File: src/rtl/acc_pkg.sv
package acc_pkg;

  typedef enum logic [3:0] {
    OP_HOLD = 4'd0,
    OP_AND  = 4'd1,
    OP_ADD  = 4'd2,
    OP_XFER = 4'd3,
    OP_INP  = 4'd4,
    OP_CMA  = 4'd5,
    OP_CLA  = 4'd6,
    OP_INC  = 4'd7,
    OP_CIR  = 4'd8,
    OP_CIL  = 4'd9,
    OP_CLE  = 4'd10,
    OP_CME  = 4'd11
  } acc_op_e;

  localparam int NUM_CTL = 11;

  // one-bit full adder: returns {carry_out, sum}
  function automatic logic [1:0] full_add(input logic a, input logic b, input logic c);
    logic s;
    logic co;
    s  = a ^ b ^ c;
    co = (a & b) | (a & c) | (b & c);
    return {co, s};
  endfunction

endpackage

File: src/rtl/acc_op_decode.sv
module acc_op_decode
  import acc_pkg::*;
(
  input  logic [NUM_CTL-1:0] ctl,
  output acc_op_e            op
);
  // lowest-index strobe wins; callers keep at most one high
  always_comb begin
    op = OP_HOLD;
    for (int k = NUM_CTL - 1; k >= 0; k--) begin
      if (ctl[k]) op = acc_op_e'(k + 1);
    end
  end
endmodule

File: src/rtl/acc_bit_slice.sv
module acc_bit_slice
  import acc_pkg::*;
(
  input  acc_op_e op,
  input  logic    ac_b,
  input  logic    dr_b,
  input  logic    in_b,
  input  logic    in_valid,
  input  logic    lo_nbr,
  input  logic    hi_nbr,
  input  logic    c_in,
  output logic    next_b,
  output logic    c_out
);
  logic       addend;
  logic [1:0] fa;

  assign addend = (op == OP_ADD) ? dr_b : 1'b0;
  assign fa     = full_add(ac_b, addend, c_in);
  assign c_out  = fa[1];

  always_comb begin
    unique case (op)
      OP_AND:         next_b = ac_b & dr_b;
      OP_ADD, OP_INC: next_b = fa[0];
      OP_XFER:        next_b = dr_b;
      OP_INP:         next_b = in_valid ? in_b : ac_b;
      OP_CMA:         next_b = ~ac_b;
      OP_CLA:         next_b = 1'b0;
      OP_CIR:         next_b = hi_nbr;
      OP_CIL:         next_b = lo_nbr;
      default:        next_b = ac_b;
    endcase
  end
endmodule

File: src/rtl/acc_flag_next.sv
module acc_flag_next
  import acc_pkg::*;
(
  input  acc_op_e op,
  input  logic    e_cur,
  input  logic    carry_top,
  input  logic    ac_lsb,
  input  logic    ac_msb,
  output logic    e_next
);
  always_comb begin
    unique case (op)
      OP_ADD:  e_next = carry_top;
      OP_CIR:  e_next = ac_lsb;
      OP_CIL:  e_next = ac_msb;
      OP_CLE:  e_next = 1'b0;
      OP_CME:  e_next = ~e_cur;
      default: e_next = e_cur;
    endcase
  end
endmodule

File: src/rtl/acc_alu_unit.sv
module acc_alu_unit
  import acc_pkg::*;
#(
  parameter int DATA_W = 16,
  parameter int IN_W   = 8
) (
  input  logic              clk,
  input  logic              rst_n,
  input  logic              do_and,
  input  logic              do_add,
  input  logic              do_xfer,
  input  logic              do_inp,
  input  logic              do_cma,
  input  logic              do_cla,
  input  logic              do_inc,
  input  logic              do_cir,
  input  logic              do_cil,
  input  logic              do_cle,
  input  logic              do_cme,
  input  logic [DATA_W-1:0] dr_in,
  input  logic [IN_W-1:0]   inpr_in,
  output logic [DATA_W-1:0] ac_q,
  output logic              e_q,
  output logic              in_flag_clr
);
  localparam int MSB = DATA_W - 1;

  acc_op_e             op_sel;
  logic [NUM_CTL-1:0]  ctl_vec;
  logic [DATA_W-1:0]   ac_next;
  logic [DATA_W:0]     carry;
  logic                e_next;
  logic                add_carry;   // carry out of the top stage, seen by the checker

  assign ctl_vec = {do_cme, do_cle, do_cil, do_cir, do_inc, do_cla,
                    do_cma, do_inp, do_xfer, do_add, do_and};

  acc_op_decode u_dec (
    .ctl (ctl_vec),
    .op  (op_sel)
  );

  assign carry[0] = (op_sel == OP_INC);

  for (genvar i = 0; i < DATA_W; i++) begin : g_slice
    logic in_bit;
    logic lo_src;
    logic hi_src;
    if (i < IN_W) begin : g_in
      assign in_bit = inpr_in[i];
    end else begin : g_noin
      assign in_bit = 1'b0;
    end
    if (i == 0) begin : g_lo_e
      assign lo_src = e_q;
    end else begin : g_lo_ac
      assign lo_src = ac_q[i-1];
    end
    if (i == MSB) begin : g_hi_e
      assign hi_src = e_q;
    end else begin : g_hi_ac
      assign hi_src = ac_q[i+1];
    end
    acc_bit_slice u_bit (
      .op       (op_sel),
      .ac_b     (ac_q[i]),
      .dr_b     (dr_in[i]),
      .in_b     (in_bit),
      .in_valid (i < IN_W),
      .lo_nbr   (lo_src),
      .hi_nbr   (hi_src),
      .c_in     (carry[i]),
      .next_b   (ac_next[i]),
      .c_out    (carry[i+1])
    );
  end

  assign add_carry = carry[DATA_W];

  acc_flag_next u_flag (
    .op        (op_sel),
    .e_cur     (e_q),
    .carry_top (add_carry),
    .ac_lsb    (ac_q[0]),
    .ac_msb    (ac_q[MSB]),
    .e_next    (e_next)
  );

  assign in_flag_clr = (op_sel == OP_INP);

  always_ff @(posedge clk or negedge rst_n) begin
    if (!rst_n) begin
      ac_q <= '0;
      e_q  <= 1'b0;
    end else begin
      ac_q <= ac_next;
      e_q  <= e_next;
    end
  end
endmodule

File: config.mk
export PLATFORM = sky130hd
export DESIGN_NAME = acc_alu_unit
export DESIGN_NICKNAME = d
export VERILOG_FILES = /design/src/rtl/acc_pkg.sv /design/src/rtl/acc_op_decode.sv /design/src/rtl/acc_bit_slice.sv /design/src/rtl/acc_flag_next.sv /design/src/rtl/acc_alu_unit.sv
export SDC_FILE = /design/constraint.sdc
export NUM_CORES = 1
export LEC_CHECK = 0
export ABC_AREA = 0
export BUFFER_PORTS_ARGS = -buffer_cell sky130_fd_sc_hd__buf_4
export CORE_UTILIZATION = 45
export DETAILED_ROUTE_END_ITERATION = 8
export GPL_ROUTABILITY_DRIVEN = 0
export PLACE_DENSITY = 0.73
export SYNTH_ARGS = -nofsm -noshare
export SYNTH_HDL_FRONTEND = slang
export SYNTH_HIERARCHICAL = 1
export SYNTH_SLANG_ARGS = --single-unit
File: constraint.sdc
create_clock -name clk -period 25 [get_ports clk]
set_input_delay 6.25 -clock clk [delete_from_list [all_inputs] [get_ports clk]]
set_output_delay 6.25 -clock clk [all_outputs]
set_load 0.1 [all_outputs]
==> Word level (Yosys, flattened, before mapping) <==
Cells that the tools add are included.
{ "word_totals": {"wordCells": 207, "regBits": 17, "in_bits": 37, "out_inout_bits": 18} }
{ "classes": {"eq_ne": 11, "bitwise_logic": 145, "n_mux": 44, "n_reduce_logical": 4} }
{ "ops": {"columns": ["operator", "n"], "rows": [
  ["AND 1 bit", 64],
  ["case mux 1 bit (8 select lines)", 8],
  ["case mux 1 bit (7 select lines)", 8],
  ["two-way mux 4 bit", 11],
  ["bitwise OR 1 bit", 32],
  ["XOR 1 bit", 32],
  ["inverter 1 bit", 17],
  ["== test 4 x 3 -> 1 bit, second input constant", 4],
  ["== test 4 bit, second input constant", 4],
  ["two-way mux 1 bit", 16],
  ["== test 4 x 2 -> 1 bit, second input constant", 2],
  ["nonzero test 8 bit", 1],
  ["nonzero test 7 bit", 1],
  ["case mux 1 bit (5 select lines)", 1],
  ["nonzero test 5 bit", 1],
  ["== test 4 x 1 -> 1 bit, second input constant", 1],
  ["OR reduction 2 bit", 1]
]} }

==> Depth between registers and ports, before layout <==
Gate-level depths: netlist (run 1).
{ "logic_depth": {"ltp_word": 62, "ltp_mapped": 27, "mapped_depth_nobuf": 26} }

==> Cells and area by module <==
Netlist (run 1), hierarchy kept.
{ "modules_own_cells": {"columns": ["module", "area_per_inst_um2", "instances", "seq_area_each_um2", "cells_each"], "rows": [
  ["acc_bit_slice", 163.9, 16, 0.0, 24],
  ["acc_alu_unit", 457.9, 1, 425.4, 21],
  ["acc_op_decode", 107.6, 1, 0.0, 18],
  ["acc_flag_next", 67.6, 1, 0.0, 9]
]} }

==> Worst setup path before layout (run 1) <==
No wires, ideal clock.
{ "synth_timing": {"kind": "input port to output port", "startpoint": "input port do_xfer", "endpoint": "output port in_flag_clr", "required_ps": 18750, "t_arrival_ps": 17597, "n_path_buf": 0, "slack_ps": 1153, "path_stages": 2, "path_cell_list": "nor4_1 nor4b_2"} }
{ "synth_between": {"elab_chain_len": 4} }
{ "synth_rtl": {"columns": ["item", "line_no", "rtl"], "rows": [
  ["start, declared", "acc_alu_unit.sv:11", "input logic do_xfer,"],
  ["two-way mux 4 bit (3 in series)", "acc_op_decode.sv:11", "if (ctl[k]) op = acc_op_e'(k + 1);"],
  ["== test 4 x 3 -> 1 bit", null, null],
  ["end, declared", "acc_alu_unit.sv:24", "output logic in_flag_clr"]
]} }
No other way between the ends.

==> Worst setup path after layout (run 1) <==
{ "layout_timing": {"startpoint": "input port do_cle", "endpoint": "register ac_q[15]"} }
{ "layout_between": {"elab_chain_len": 59, "word_cells_on_any_way": 114, "classes_between": "eq/ne (8); mux (27); bitwise (77); reduce/logical (2)"} }
{ "layout_rtl": {"columns": ["item", "line_no", "rtl"], "rows": [
  ["start, declared", "acc_alu_unit.sv:18", "input logic do_cle,"],
  ["two-way mux 4 bit (*) (10 in series)", "acc_op_decode.sv:11", null],
  ["via op_sel[0]", "acc_alu_unit.sv:28", "acc_op_e op_sel;"],
  ["== test 4 x 2 -> 1 bit", "acc_bit_slice.sv:18", "assign addend = (op == OP_ADD) ? dr_b : 1'b0;"],
  ["two-way mux 1 bit", "acc_bit_slice.sv:18", null],
  ["AND 1 bit", "acc_pkg.sv:25", "co = (a & b) | (a & c) | (b & c);"],
  ["bitwise OR 1 bit", "acc_pkg.sv:25", null],
  ["bitwise OR 1 bit (*)", "acc_pkg.sv:25", null],
  ["via carry[1]", "acc_alu_unit.sv:31", "logic [DATA_W:0] carry;"],
  ["[... 3 more ...]", null, null],
  ["via carry[2]", "acc_alu_unit.sv:31", null],
  ["[... 3 more ...]", null, null],
  ["via carry[3]", "acc_alu_unit.sv:31", null],
  ["[... 3 more ...]", null, null],
  ["via carry[4]", "acc_alu_unit.sv:31", null],
  ["[... 3 more ...]", null, null],
  ["via carry[5]", "acc_alu_unit.sv:31", null],
  ["[... 3 more ...]", null, null],
  ["via carry[6]", "acc_alu_unit.sv:31", null],
  ["[... 3 more ...]", null, null],
  ["via carry[7]", "acc_alu_unit.sv:31", null],
  ["[... 3 more ...]", null, null],
  ["via carry[8]", "acc_alu_unit.sv:31", null],
  ["[... 3 more ...]", null, null],
  ["via carry[9]", "acc_alu_unit.sv:31", null],
  ["[... 3 more ...]", null, null],
  ["via carry[10]", "acc_alu_unit.sv:31", null],
  ["[... 3 more ...]", null, null],
  ["via carry[11]", "acc_alu_unit.sv:31", null],
  ["[... 3 more ...]", null, null],
  ["via carry[12]", "acc_alu_unit.sv:31", null],
  ["[... 3 more ...]", null, null],
  ["via carry[13]", "acc_alu_unit.sv:31", null],
  ["[... 3 more ...]", null, null],
  ["via carry[14]", "acc_alu_unit.sv:31", null],
  ["AND 1 bit", "acc_pkg.sv:25", null],
  ["bitwise OR 1 bit", "acc_pkg.sv:25", null],
  ["bitwise OR 1 bit (*)", "acc_pkg.sv:25", null],
  ["via carry[15]", "acc_alu_unit.sv:31", null],
  ["XOR 1 bit (*)", "acc_pkg.sv:24", "s = a ^ b ^ c;"],
  ["case mux 1 bit (7 select lines) (*)", "acc_bit_slice.sv:23", "unique case (op)"],
  ["via ac_next[15]", "acc_alu_unit.sv:30", "logic [DATA_W-1:0] ac_next;"],
  ["end signal, assigned", "acc_alu_unit.sv:96", "ac_q <= ac_next;"],
  ["end, declared", "acc_alu_unit.sv:22", "output logic [DATA_W-1:0] ac_q,"]
]} }
Mark *: on every way through the listed nets, which the timed path passes. The rest lies on a longest branch.
A chain may end at the register's enable or synchronous reset.

==> out/results.txt, run 1 <==
Cells after Synth - 432
Starting utilization of the core area - 47.1%
Post-DR wirelength/cell - 13.1 um
Crit path DAT - 15.29 ns
CP startpoint kind - input pin
Register area share after synthesis - 13.1%
Setup ws final - 9.89 ns
Leak Pwr - 1.56 nW
Die X - 87.1 um
Cells after DPL - 596
Clock skew - 0.00298 ns
Post-CTS sizing - 0
Clock power frac - 11.0%
Status - completed
Slew Viols, Final - 0
P_sw - 0.118 mW
Max FO, Critical Path - 71
Grt ovf - 0
Synth Warn # - 6
Synth area leader - dfrtp_1
Post-DP HPWL - 5100 um
Final Cell Area - 3840 um^2
Max Fclk - 66.2 MHz
Worst hold path type - register to register
Max-Cap Viols - 0
Hold slack - 0.669 ns
Setup CP Type - input pin to register
Critical Path RT - 25.19 ns
Syn-to-layout area delta - 17.9%
Root Driver - clkbuf_8
Initial antenna violation count - 0
Die H - 87.1 um
Final wirelength - 7830 um
Fin. Hold Viols - 0
Final worst-path cycle share - 60.4%
EDFF count, synth - 0
CTS tree - done
Sequential Power Share - 24.6%
Clock sinks - 17
Non-filler cells in the finished layout - 600
Vias - 3399
Main synth FF type - dfrtp_1
Synth area leaders - dfrtp_1, mux2_2, fa_1, a31oi_1, nor2_1
DR WL met3 - 371 um
I/O pins - 55
Share of the synthesized area in the top cell type - 13.1%
#FFs+latches synth - 17
Max clock buf depth - 2
Comb power frac - 64.3%
Commonest cells post-synth - nor2_1, nand2_1, a31oi_1, mux2_2, o21ai_0
Mapped cell area - 3260 um^2
Row cnt - 30
Most frequent cell after synthesis - nor2_1
Placed Area - 3790 um^2
Clock Pin Slew Worst Setup and Hold Paths - 0.08 ns
FFs w/ async S/R, synth - 100%
Pwr/cell area - 54.1 nW/um^2
Hold buffer count at CTS - 0
Antenna Violating Nets Remaining - 0
Place WS - 9.58 ns
Gr usage total - 21.1%
Tmin final - 15.11 ns
Top Metal Used - met4
Total CTS buffers - 3
Final antenna diode count - 0
Final setup fails - 0
Largest net degree at the start of global routing - 72
Slew @ Worst Pin - 0.754 ns
Routed wl met2 - 3820 um
DRC - 0
Full die area - 7580 um^2
Vias in the first global route - 2864
DR iter-0 viols - 162
Peak VDD IR - 0.0283 mV
First-pass iteration count of the detailed router - 4
WL met1 - 3620 um
Core Box Area - 6910 um^2
Vias per cell - 5.67
First-pass GRT wire length - 13100 um
Fraction of layout cells with a size suffix above 1 - 23.6%
Rel. slew slack - 49.8%
Power Total - 0.208 mW
Port bufs - 54
Fin Setup TNS - 0 ns
Unrepaired setup endpoints after global routing - false
Postcts setup bufs - 0
Fin util - 55.6%
Switching Fraction - 56.7%
Mean Syn Cell Area - 7.54 um^2
Critical path capture point type - register
Clock H-tree levels - 1
Unique cell type count in the Yosys netlist - 34
Pint - 0.0898 mW
Final nets - 558
Worst-skew pair later-pin latency - 0.26 ns
==> per-layer routing <==
layer / track usage [%] / vias to the layer above
met3: 1.71 / 4
met5: 0 / -
met4: 3.18 / 0
met1: 30.4 / 1594
met2: 35.0 / 82
li1: - / 1719
==> flip-flops by register name, indices dropped and copies added (netlist names) <==
| register | count |
|---|---|
| ac_q | 16 |
| e_q | 1 |
==> power groups by stage <==
stage	sequential [mW]	combinational, mW	clock, mW
finish	0.0512	0.133	0.0229
global route	0.0534	0.145	0.0246
CTS	0.0513	0.134	0.0238
detailed placement	0.0518	0.134	0
global placement	0.0516	0.132	0
floorplan	0.0935	0.0662	0
==> path summary, 6_finish.rpt <==
path / cells past startpoint / startpoint / slack, ns / end
worst max-delay path: 28 / do_cle / 9.89 / ac_q[15]
worst min-delay path: 1 / e_q / 0.67 / e_q
worst max register to register: 20 / ac_q[0] / 17.02 / ac_q[15]
worst min register to register: 1 / e_q / 0.67 / e_q
max in group asynchronous: 1 / rst_n / 18.93 / ac_q[15]
min in group asynchronous: 1 / rst_n / 5.86 / ac_q[2]
==> critical path: stages <==
cell	delay (ns)
buf_4	0.12
nand2b_1	0.13
a221o_1	0.33
a221oi_4	0.26
buf_4	0.57
nor2_1	0.12
nand3_1	0.12
nor2_1	0.06
fa_1	0.40
fa_1	0.44
fa_1	0.42
fa_1	0.43
fa_1	0.42
fa_1	0.42
fa_1	0.42
fa_1	0.43
fa_1	0.42
fa_1	0.42
fa_1	0.42
fa_1	0.42
fa_1	0.42
fa_1	0.43
fa_1	0.45
fa_1	0.52
nand2_1	0.05
nor3_1	0.16
a31oi_1	0.06
a31oi_1	0.15
==> final cells by class <==
type | count | area (um^2)
clock buffers | 4 | 45.0
well taps | 96 | 120
inverters | 2 | 7.51
repair buffers | 62 | 465
fillers | 690 | 3070
flip-flops and latches | 17 | 425
multi-input cells | 419 | 2770
==> kinds of logic (layout without fill, tap and decap cells) <==
family	after synthesis	after routing	share of synthesized area [%]
compound gates	152	152	29.7
xor+xnor	16	16	4.30
fa+ha+maj	16	16	9.84
buf+inv	18	68	5.76
flops	17	17	13.1
mux	33	33	11.4
other cells	2	24	0.231
simple gates	178	178	25.7
==> cell usage in the layout, fill, tap and decap left out, types with 2 or more instances in the layout <==
cell / n
inv_1: 2
nand3_1: 16
o21ai_1: 16
or2_1: 16
nor2b_1: 18
clkbuf_8: 3
nor3_1: 18
a31oi_1: 32
mux2_2: 32
conb_1: 24
buf_4: 62
nor4_2: 2
o211ai_1: 16
xor2_1: 16
nor2_1: 53
a21oi_2: 16
a21oi_1: 17
dfrtp_1: 17
a211oi_1: 16
fa_1: 16
nand2_1: 49
o21ai_0: 32
Note: power is estimated with default switching activity, not from simulation.
==> run 2, diff against run 1 <==
Settings changed: PLACE_DENSITY 0.73 to 0.76.
Clock period 25 ns to 13.7 ns, I/O delays scaled along.
==> out/results.txt, run 2 (synthesis gave the netlist of run 1 again) <==
Status - completed
Peak VDD IR - 0.0623 mV (+120%)
Die X - 87.1 um (unchanged)
DRC - 0 (unchanged)
Setup CP Type - input pin to register
Max-Cap Viols - 0 (unchanged)
Register Area - 425 um^2 (unchanged)
Initial antenna violation count - 0 (unchanged)
First-pass iteration count of the detailed router - 4 (unchanged)
Port bufs - 54 (unchanged)
R2R setup slack - 6.57 ns (-10.45 ns)
Largest register by flop count - ac_q
Pwr/cell area - 97.9 nW/um^2 (+81%)
Row cnt - 30 (unchanged)
Hold buffer count at CTS - 0 (unchanged)
Most frequent cells in the layout - buf_4, nor2_1, nand2_1
Antenna Violating Nets Remaining - 0 (unchanged)
Post-DR wirelength/cell - 13.5 um (+3.5%)
Final nets - 557 (-0.18%)
Tmin final - 11.35 ns
Max reg flops - 16 (unchanged)
Slew @ Worst Pin - 0.760 ns (+0.00611 ns)
Leak Pwr - 1.53 nW (-1.9%)
Critical path capture point type - register
Post-DP HPWL - 5440 um (+6.7%)
Fin Setup TNS - 0 ns (unchanged)
Hold slack - 0.685 ns (+0.0162 ns)
Worst hold path type - register to register
Final wirelength - 8100 um (+3.4%)
Starting utilization of the core area - 47.1% (unchanged)
Total CTS buffers - 3 (unchanged)
Die H - 87.1 um (unchanged)
Critical Path RT - 13.89 ns (-11.30 ns)
RR Startpoint - ac_q[0]
Clock Pin Slew Worst Setup and Hold Paths - 0.08 ns (about the same)
Core Box Area - 6910 um^2 (unchanged)
Max FO, Critical Path - 11 (-85%)
Fin. Hold Viols - 0 (unchanged)
Fillers - 662 (-4.1%)
Vias per cell - 5.60 (-1.2%)
Root Driver - clkbuf_8
Final worst-path cycle share - 82.8%
Largest net degree at the start of global routing - 81 (+13%)
Syn-to-layout area delta - 20.0%
Vias - 3353 (-1.4%)
I/O pins - 55 (unchanged)
Fin util - 56.6% (+1.0 points)
Max clock buf depth - 2 (unchanged)
Full die area - 7580 um^2 (unchanged)
Critical Path Start - do_inp
Cell count of the worst reg-to-reg path - 20 (unchanged)
Grt ovf - 0 (unchanged)
Hold path depth - 1 (unchanged)
Gr usage total - 22.5% (+1.4 points)
Post-CTS sizing - 0 (unchanged)
Final antenna diode count - 0 (unchanged)
Multi-input logic area - 2850 um^2 (+2.8%)
Largest registers - ac_q x16, e_q x1
Crit path to - ac_q[15]
Crit path DAT - 11.54 ns (-3.75 ns)
Clock H-tree levels - 1 (unchanged)
CTS tree - done
Rel. slew slack - 49.3% (-0.41 points)
Most common cell after layout, fill and taps aside - buf_4
Unrepaired setup endpoints after global routing - false
Max Fclk - 88.1 MHz
Clock sinks - 17 (unchanged)
CP startpoint kind - input pin
First-pass GRT wire length - 13900 um (+5.8%)
Final setup fails - 0 (unchanged)
Worst r2r dst - ac_q[15]
Vias in the first global route - 3006 (+5.0%)
Worst-skew pair later-pin latency - 0.26 ns (about the same)
Clock skew - 0.00205 ns (-0.000930 ns)
DR iter-0 viols - 308 (+90%)
Slew Viols, Final - 0 (unchanged)
Postcts setup bufs - 0 (unchanged)
Fraction of layout cells with a size suffix above 1 - 26.8% (+3.2 points)
-- run 2: cell count changes in the layout (fill, tap and decap cells not counted), sizes merged --
cell and delta:
buf -1
-- run 2: how the worst min path moves through the flow --
| stage | startpoint | to | slack, ns |
|---|---|---|---|
| after floorplan | ac_q[15] | ac_q[15] | 1.13 |
| after detailed placement | e_q | e_q | 0.67 |
| after global routing | e_q | e_q | 0.70 |
| after CTS | e_q | e_q | 0.69 |
| after global placement | e_q | e_q | 0.64 |
| final | e_q | e_q | 0.68 |
-- run 2: where the power goes --
group / internal (mW) / switching (mW) / leakage (nW) / total, mW
logic: 0.0827 / 0.164 / 1.30 / 0.247
registers: 0.0616 / 0.0319 / 0.211 / 0.0935
clock network: 0.0208 / 0.0217 / 0.0228 / 0.0425
total: 0.165 / 0.218 / 1.53 / 0.383
-- run 2: area by class of cell --
cell class	count	area share [%]
Tap cell	96	3.07
Multi-Input combinational cell	419	73.0
Sequential cell	17	10.9
Timing Repair Buffer	61	11.7
Clock buffer	4	1.15
Inverter	2	0.192
-- run 2: stage by stage --
step	std cells	instance area, um^2	setup WS (ns)	total power [mW]
global route	599	3910	2.01	0.412
floorplan	454	3430	0.0103	0.292
CTS	599	3910	2.34	0.385
finish	599	3910	2.35	0.383
detailed placement	595	3860	2.05	0.342
global placement	595	3860	2.21	0.338
-- run 2: metal layers --
layer	share of wire, %	vias up	GRT usage, %	routed length [um]
li1	-	1710	-	-
met1	48	1562	31.4	3890
met2	47	77	37.4	3810
met3	4.5	4	2.94	364
met4	0.49	0	3.79	40
met5	0	-	0	0
-- run 2: worst max-delay path: stages --
cell and delay (ns):
buf_4 0.14, nor4_4 0.37, o41ai_2 0.16, nor4_4 0.63
nor2_1 0.12, nand3_1 0.11, nor2_1 0.07, fa_2 0.37
fa_2 0.35, fa_2 0.37, fa_2 0.37, fa_2 0.37
fa_2 0.37, fa_2 0.38, fa_2 0.37, fa_2 0.36
fa_2 0.35, fa_2 0.37, fa_2 0.35, fa_2 0.37
fa_2 0.36, fa_2 0.38, fa_1 0.50, nand2_1 0.05
nor3_1 0.22, a31oi_1 0.06, a31oi_1 0.18
